--- src/rtl/cfgx_pkg.sv ---
package cfgx_pkg;

    typedef enum logic [1:0] {
        ST_IDLE = 2'd0,
        ST_BUS  = 2'd1,
        ST_RESP = 2'd2
    } xl_state_e;

    localparam logic [1:0] SZ_BYTE = 2'd0;
    localparam logic [1:0] SZ_HALF = 2'd1;

    // all-ones pattern for a local (no-cycle) read of the given size
    function automatic logic [31:0] size_ones(input logic [1:0] sz);
        case (sz)
            SZ_BYTE: size_ones = 32'h0000_00FF;
            SZ_HALF: size_ones = 32'h0000_FFFF;
            default: size_ones = 32'hFFFF_FFFF;
        endcase
    endfunction

endpackage

--- src/rtl/cfgx_lowbit.sv ---
module cfgx_lowbit #(
    parameter int W  = 21,
    parameter int IW = $clog2(W)
) (
    input  logic [W-1:0]  vec,
    output logic [IW-1:0] idx,
    output logic          none
);
    always_comb begin
        idx  = '0;
        none = 1'b1;
        for (int i = W - 1; i >= 0; i--) begin
            if (vec[i]) begin
                idx  = IW'(i);
                none = 1'b0;
            end
        end
    end


    always_comb begin
        if (!none) begin
            lowest_bit_chk: assert (vec[idx] && ((vec & ((W'(1) << idx) - W'(1))) == '0));
        end
    end

endmodule

--- src/rtl/cfgx_addr_map.sv ---
module cfgx_addr_map #(
    parameter int OFS_W = 19,
    parameter int BUS_W = 8
) (
    input  logic [OFS_W-1:0] ofs,
    input  logic [15:0]      upper,
    input  logic [BUS_W-1:0] bus,
    output logic [31:0]      addr,
    output logic             zero_sel
);
    localparam int SEL_LO = 11;
    localparam int SEL_W  = 32 - SEL_LO;
    localparam int DEV_W  = $clog2(SEL_W);

    logic [31:0]      joined;
    logic [SEL_W-1:0] sel;
    logic [DEV_W-1:0] dev;
    logic [2:0]       fun;
    logic [5:0]       regn;

    assign joined = {upper, ofs[15:0]};
    assign sel    = joined[31:SEL_LO];
    assign fun    = joined[10:8];
    assign regn   = joined[7:2];

    cfgx_lowbit #(.W(SEL_W)) u_lowbit (
        .vec  (sel),
        .idx  (dev),
        .none (zero_sel)
    );

    assign addr = 32'h8000_0000
                | (32'(bus) << 16)
                | (32'(dev) << SEL_LO)
                | (32'(fun) << 8)
                | (32'(regn) << 2);

endmodule

--- src/rtl/cfgx_xlate.sv ---
module cfgx_xlate
    import cfgx_pkg::*;
#(
    parameter int OFS_W   = 19,
    parameter int BUS_W   = 8,
    parameter int DIS_BIT = 16
) (
    input  logic             clk,
    input  logic             rst_n,
    input  logic             req_valid,
    output logic             req_ready,
    input  logic             req_write,
    input  logic [1:0]       req_size,
    input  logic [OFS_W-1:0] req_ofs,
    input  logic [31:0]      req_wdata,
    input  logic [31:0]      map_cfg,
    input  logic [BUS_W-1:0] bus_num,
    output logic             cyc_valid,
    input  logic             cyc_done,
    output logic             cyc_write,
    output logic [1:0]       cyc_size,
    output logic [1:0]       cyc_byte,
    output logic [31:0]      cyc_addr,
    output logic [31:0]      cyc_wdata,
    input  logic [31:0]      cyc_rdata,
    output logic             rsp_valid,
    output logic [31:0]      rsp_rdata,
    output logic             abort_clr,
    output logic             cfg_err
);
    xl_state_e   state_q, state_d;
    logic [31:0] map_addr;
    logic        zero_sel;
    logic        disabled;
    logic        accept;
    logic        local_done;
    logic        issued_q;
    logic        err_q;
    logic [31:0] addr_q, wdata_q, rdata_q;
    logic [1:0]  size_q, byte_q;
    logic        write_q;

    cfgx_addr_map #(.OFS_W(OFS_W), .BUS_W(BUS_W)) u_map (
        .ofs      (req_ofs),
        .upper    (map_cfg[15:0]),
        .bus      (bus_num),
        .addr     (map_addr),
        .zero_sel (zero_sel)
    );

    assign disabled   = map_cfg[DIS_BIT];
    assign accept     = (state_q == ST_IDLE) && req_valid;
    assign local_done = disabled || err_q || zero_sel;

    // next state
    always_comb begin
        state_d = state_q;
        unique case (state_q)
            ST_IDLE: if (req_valid) state_d = local_done ? ST_RESP : ST_BUS;
            ST_BUS:  if (cyc_done)  state_d = ST_RESP;
            ST_RESP: state_d = ST_IDLE;
            default: state_d = ST_IDLE;
        endcase
    end

    always_ff @(posedge clk or negedge rst_n) begin
        if (!rst_n) state_q <= ST_IDLE;
        else        state_q <= state_d;
    end

    // datapath and sticky error
    always_ff @(posedge clk or negedge rst_n) begin
        if (!rst_n) begin
            err_q    <= 1'b0;
            issued_q <= 1'b0;
            addr_q   <= '0;
            wdata_q  <= '0;
            rdata_q  <= '0;
            size_q   <= '0;
            byte_q   <= '0;
            write_q  <= 1'b0;
        end else begin
            if (accept) begin
                addr_q   <= map_addr;
                wdata_q  <= req_wdata;
                size_q   <= req_size;
                byte_q   <= req_ofs[1:0];
                write_q  <= req_write;
                issued_q <= 1'b0;
                if (local_done) rdata_q <= size_ones(req_size);
                if (!disabled && zero_sel) err_q <= 1'b1;
            end
            if ((state_q == ST_BUS) && cyc_done) begin
                rdata_q  <= cyc_rdata;
                issued_q <= 1'b1;
            end
        end
    end

    // outputs
    always_comb begin
        req_ready = (state_q == ST_IDLE);
        cyc_valid = (state_q == ST_BUS);
        rsp_valid = (state_q == ST_RESP);
        abort_clr = (state_q == ST_RESP) && issued_q;
        cyc_write = write_q;
        cyc_size  = size_q;
        cyc_byte  = byte_q;
        cyc_addr  = addr_q;
        cyc_wdata = wdata_q;
        rsp_rdata = rdata_q;
        cfg_err   = err_q;
    end


    err_sticky_chk: assert property (@(posedge clk) disable iff (!rst_n)
        cfg_err |=> cfg_err);


    no_cyc_on_err_chk: assert property (@(posedge clk) disable iff (!rst_n)
        cyc_valid |-> !cfg_err);


    cyc_hold_chk: assert property (@(posedge clk) disable iff (!rst_n)
        (cyc_valid && !cyc_done) |=> (cyc_valid && $stable(cyc_addr) && $stable(cyc_wdata)));


    rsp_pulse_chk: assert property (@(posedge clk) disable iff (!rst_n)
        rsp_valid |=> !rsp_valid);


    clr_with_rsp_chk: assert property (@(posedge clk) disable iff (!rst_n)
        abort_clr |-> rsp_valid);


    cyc_enable_chk: assert property (@(posedge clk) disable iff (!rst_n)
        cyc_valid |-> (cyc_addr[31] && cyc_addr[30:24] == 7'd0));

endmodule

--- config.mk ---
export PLATFORM = sky130hd
export DESIGN_NAME = cfgx_xlate
export DESIGN_NICKNAME = d
export VERILOG_FILES = /design/src/rtl/cfgx_pkg.sv /design/src/rtl/cfgx_lowbit.sv /design/src/rtl/cfgx_addr_map.sv /design/src/rtl/cfgx_xlate.sv
export SDC_FILE = /design/constraint.sdc
export NUM_CORES = 1
export LEC_CHECK = 0
export BUFFER_PORTS_ARGS = -buffer_cell sky130_fd_sc_hd__buf_2
export CORE_UTILIZATION = 47
export DETAILED_ROUTE_END_ITERATION = 8
export PLACE_DENSITY = 0.86
export REMOVE_ABC_BUFFERS = 1
export SYNTH_ARGS = -nofsm -noshare
export SYNTH_HDL_FRONTEND = slang
export SYNTH_SLANG_ARGS = --single-unit
export TNS_END_PERCENT = 5
--- constraint.sdc ---
create_clock -name clk -period 5.1 [get_ports clk]
set_clock_uncertainty 0.2 [all_clocks]
set_input_delay 0.51 -clock clk [delete_from_list [all_inputs] [get_ports clk]]
set_output_delay 0.51 -clock clk [all_outputs]
set_load 0.05 [all_outputs]
==> run_results.csv <==
group,metric,value,unit
floorplanning,die_w,94.10,um
clock_tree,cts_hold_buf,1,
detailed_routing,vias,3629,
clock_tree,cts_buffers,9,
detailed_routing,post_drt_wl_per_cell,13.57,um
clock_tree,cts_root_buf,"clkbuf_8",
detailed_routing,first_pass_iters,4,
synth,async_flop_share,1.000,
place,place_inst,701,
place,gp_congestion,0.7882,
global_routing,antenna_found_initial,0,
final_layout,layout-drive-gt1-share,0.3873,
worst_setup_path,cp-start-kind,"register",
floorplanning,core_area,8217,um2
floorplanning,ioPinCount,236,
worst_setup_path,path_max_fanout,59,
power,p_leak,2.864,nW
final_layout,multi_input_area,1413,um2
synth,ys_seq_elements,96,
floorplanning,start_util,0.4852,
clock_tree,htreeDepth,3,
clock_tree,clockBufferDepth,2,
global_routing,grt_max_degree,69,
synth,synth.top_cell.area_share,0.6026,
timing,hold_slack,147.8,ps
detailed_routing,drtIter0Drc,124,
clock_tree,cts_tree,"built",
run_status,outcome,"finished, final reports clean",
synth,avgSynthCellArea,9.770,um2
clock_tree,clock_sinks,96,
worst_setup_path,reg2reg_depth,6,
synth,synthFlopType,"dfrtp_1",
timing,rsz0062_at_grt,"false",
worst_setup_path,r2r-start,"state_q[0]",
global_routing,grt_pass1_vias,3249,
global_routing,grt_pass1_wl,15.35,mm
worst_setup_path,r2r-end,"rsp_rdata[27]",
final_layout,fin_util,0.6351,
global_routing,grt.overflow.total,0,
final_layout,final_cell_area,5219,um2
final_layout,fin_nets,738,
final_layout,regArea,2402,um2
detailed_routing,drt_wl_total,9.733,mm
final_layout,final.fill_count,702,
synth,synth_edf_count,0,
detailed_routing,route.detailed.drc,0,
worst_setup_path,r2r_slack,1990,ps
min_path,hold_end,"cyc_wdata[2]",
synth,syn-instance-count,408,
final_layout,syn_to_final_growth,30.92,%
timing,clock.fmax,321.8,MHz
floorplanning,die_y,94.10,um
timing,slew_viol_final,0,
place,hpwl,7.229,mm
power,power_density,381.3,nW/um2
synth,netlist_top_cells_area,"dfrtp_1 60%, nand2_1 17%, a221o_1 4.5%",
global_routing,grt_usage,0.2251,
clock_tree,clock_latency,340,ps
timing,slew_headroom,0.1727,
place,port-buffer-count,208,
timing,hold_viol,0,
worst_setup_path,end_kind,"register",
final_layout,stdcell_count,717,
timing,setup_violations,0,
min_path,hp-start,"req_wdata[2]",
detailed_routing,avgViaCountPerCell,5.061,
min_path,hold_path_depth,3,
clock_tree,path_clk_slew,90,ps
synth,yosysTopAreaCell,"dfrtp_1",
clock_tree,post_cts_buffers,0,
power,peakVddDrop,0.1664,mV
synth,synth_warnings,0,
floorplanning,core.rowCount,33,
synth,yosys.cell_types.count,41,
timing,min_period,3107,ps
detailed_routing,postRouteAntennaNets,0,
worst_setup_path,cp.arrival,3130,ps
place,placed_area,5027,um2
final_layout,diodes,0,
timing,post-route-period-util,0.6092,
timing,fin_setup_tns,0,ps
synth,synthesis.area,3986,um2
worst_setup_path,cp_data_required_time,5130,ps
clock_tree,postCtsResizedCells,0,
synth,yosysSeqAreaShare,0.6026,
worst_setup_path,critical_path_class,"reg -> reg",
min_path,min_path_type,"in -> reg",
job,maxCapViolCount,0,
timing,tightest_slew,1237,ps
floorplanning,die-area,8854,um2
==> metrics by stage <==
step | total power (W) | setup WS (ps)
2_1_floorplan | 0.001357 | 921.1
3_3_place_gp | 0.001537 | 2101
3_5_place_dp | 0.001554 | 1985
4_1_cts | 0.002011 | 1965
5_1_grt | 0.002090 | 1752
6_report | 0.001990 | 1993
==> layer usage <==
metal	wire length (um)	global-route usage	vias up	part of all wire
met5	0	0	-	0
met4	232	0.09487	0	0.024
met3	637	0.05583	22	0.065
met2	4936	0.3832	168	0.51
met1	3925	0.2710	1701	0.40
li1	-	-	1738	-
==> area by class of cell <==
class,count,share of cell area
Timing Repair Buffer,211,0.2047
Clock buffer,11,0.02901
Inverter,6,0.004316
Tap cell,105,0.02517
Multi-Input combinational cell,284,0.2707
Clock inverter,4,0.005754
Sequential cell,96,0.4603
==> worst max path at each step <==
stage,startpoint,to,slack [ps],cells past startpoint
after floorplan,state_q[0],rsp_rdata[16],920,6
after global placement,state_q[0],rsp_rdata[27],2100,6
after detailed placement,state_q[0],rsp_rdata[27],1980,6
after CTS,state_q[0],rsp_rdata[27],1960,6
after global routing,state_q[0],rsp_rdata[27],1750,6
final,state_q[0],rsp_rdata[27],1990,6
==> cell usage in the layout (no fill, tap or decap), types with 3 or more instances in the layout <==
master	count
a21oi_1	9
a221o_1	18
buf_2	207
buf_4	3
clkbuf_8	11
conb_1	9
dfrtp_1	96
inv_1	5
nand2_1	176
nor2_1	8
nor2b_1	4
nor3_1	5
nor4_1	6
o21ai_0	11
o22a_1	8
==> report_power, final <==
part	switching, W	leakage (nW)	internal [W]	total (W)
Sequential	0.0000464	1.15	0.000850	0.000897
Combinational	0.000491	1.62	0.000147	0.000639
Clock	0.000252	0.0914	0.000202	0.000454
==> cell usage after synthesis (2+ instances only) <==
library cell  number
nand2_1          177
dfrtp_1           96
a221o_1           18
clkbuf_1          13
o21ai_0           11
a21oi_1            9
buf_4              9
nor2_1             8
o22a_1             8
nor4_1             6
inv_1              5
nor3_1             5
buf_6              4
nor2b_1            4
and2_1             2
buf_1              2
mux2_2             2
nand2b_1           2
nand3_1            2
o31ai_1            2
or4_1              2
or4_4              2
==> state kept, by name, indices dropped and copies added, names as in the netlist <==
register,count
cyc_write,1
cyc_wdata,32
issued_q,1
cyc_addr,23
cyc_size,2
rsp_rdata,32
cfg_err,1
state_q,2
cyc_byte,2
==> worst max-delay path, stage by stage (launching register included) <==
cell     delay [ps]
dfrtp_1         420
nor2_1          220
and2_2          890
o22ai_1         290
or2_4           410
inv_2           210
mux2_2          360
==> logic make-up after synthesis <==
family / synth area share
AO/OA/AOI/OAI: 0.1064
buffers and inverters: 0.05147
flip-flops: 0.6026
multiplexers: 0.008474
other: 0.0009407
AND/OR/NAND/NOR: 0.2301
No activity file was read; power rests on OpenSTA's default activity.
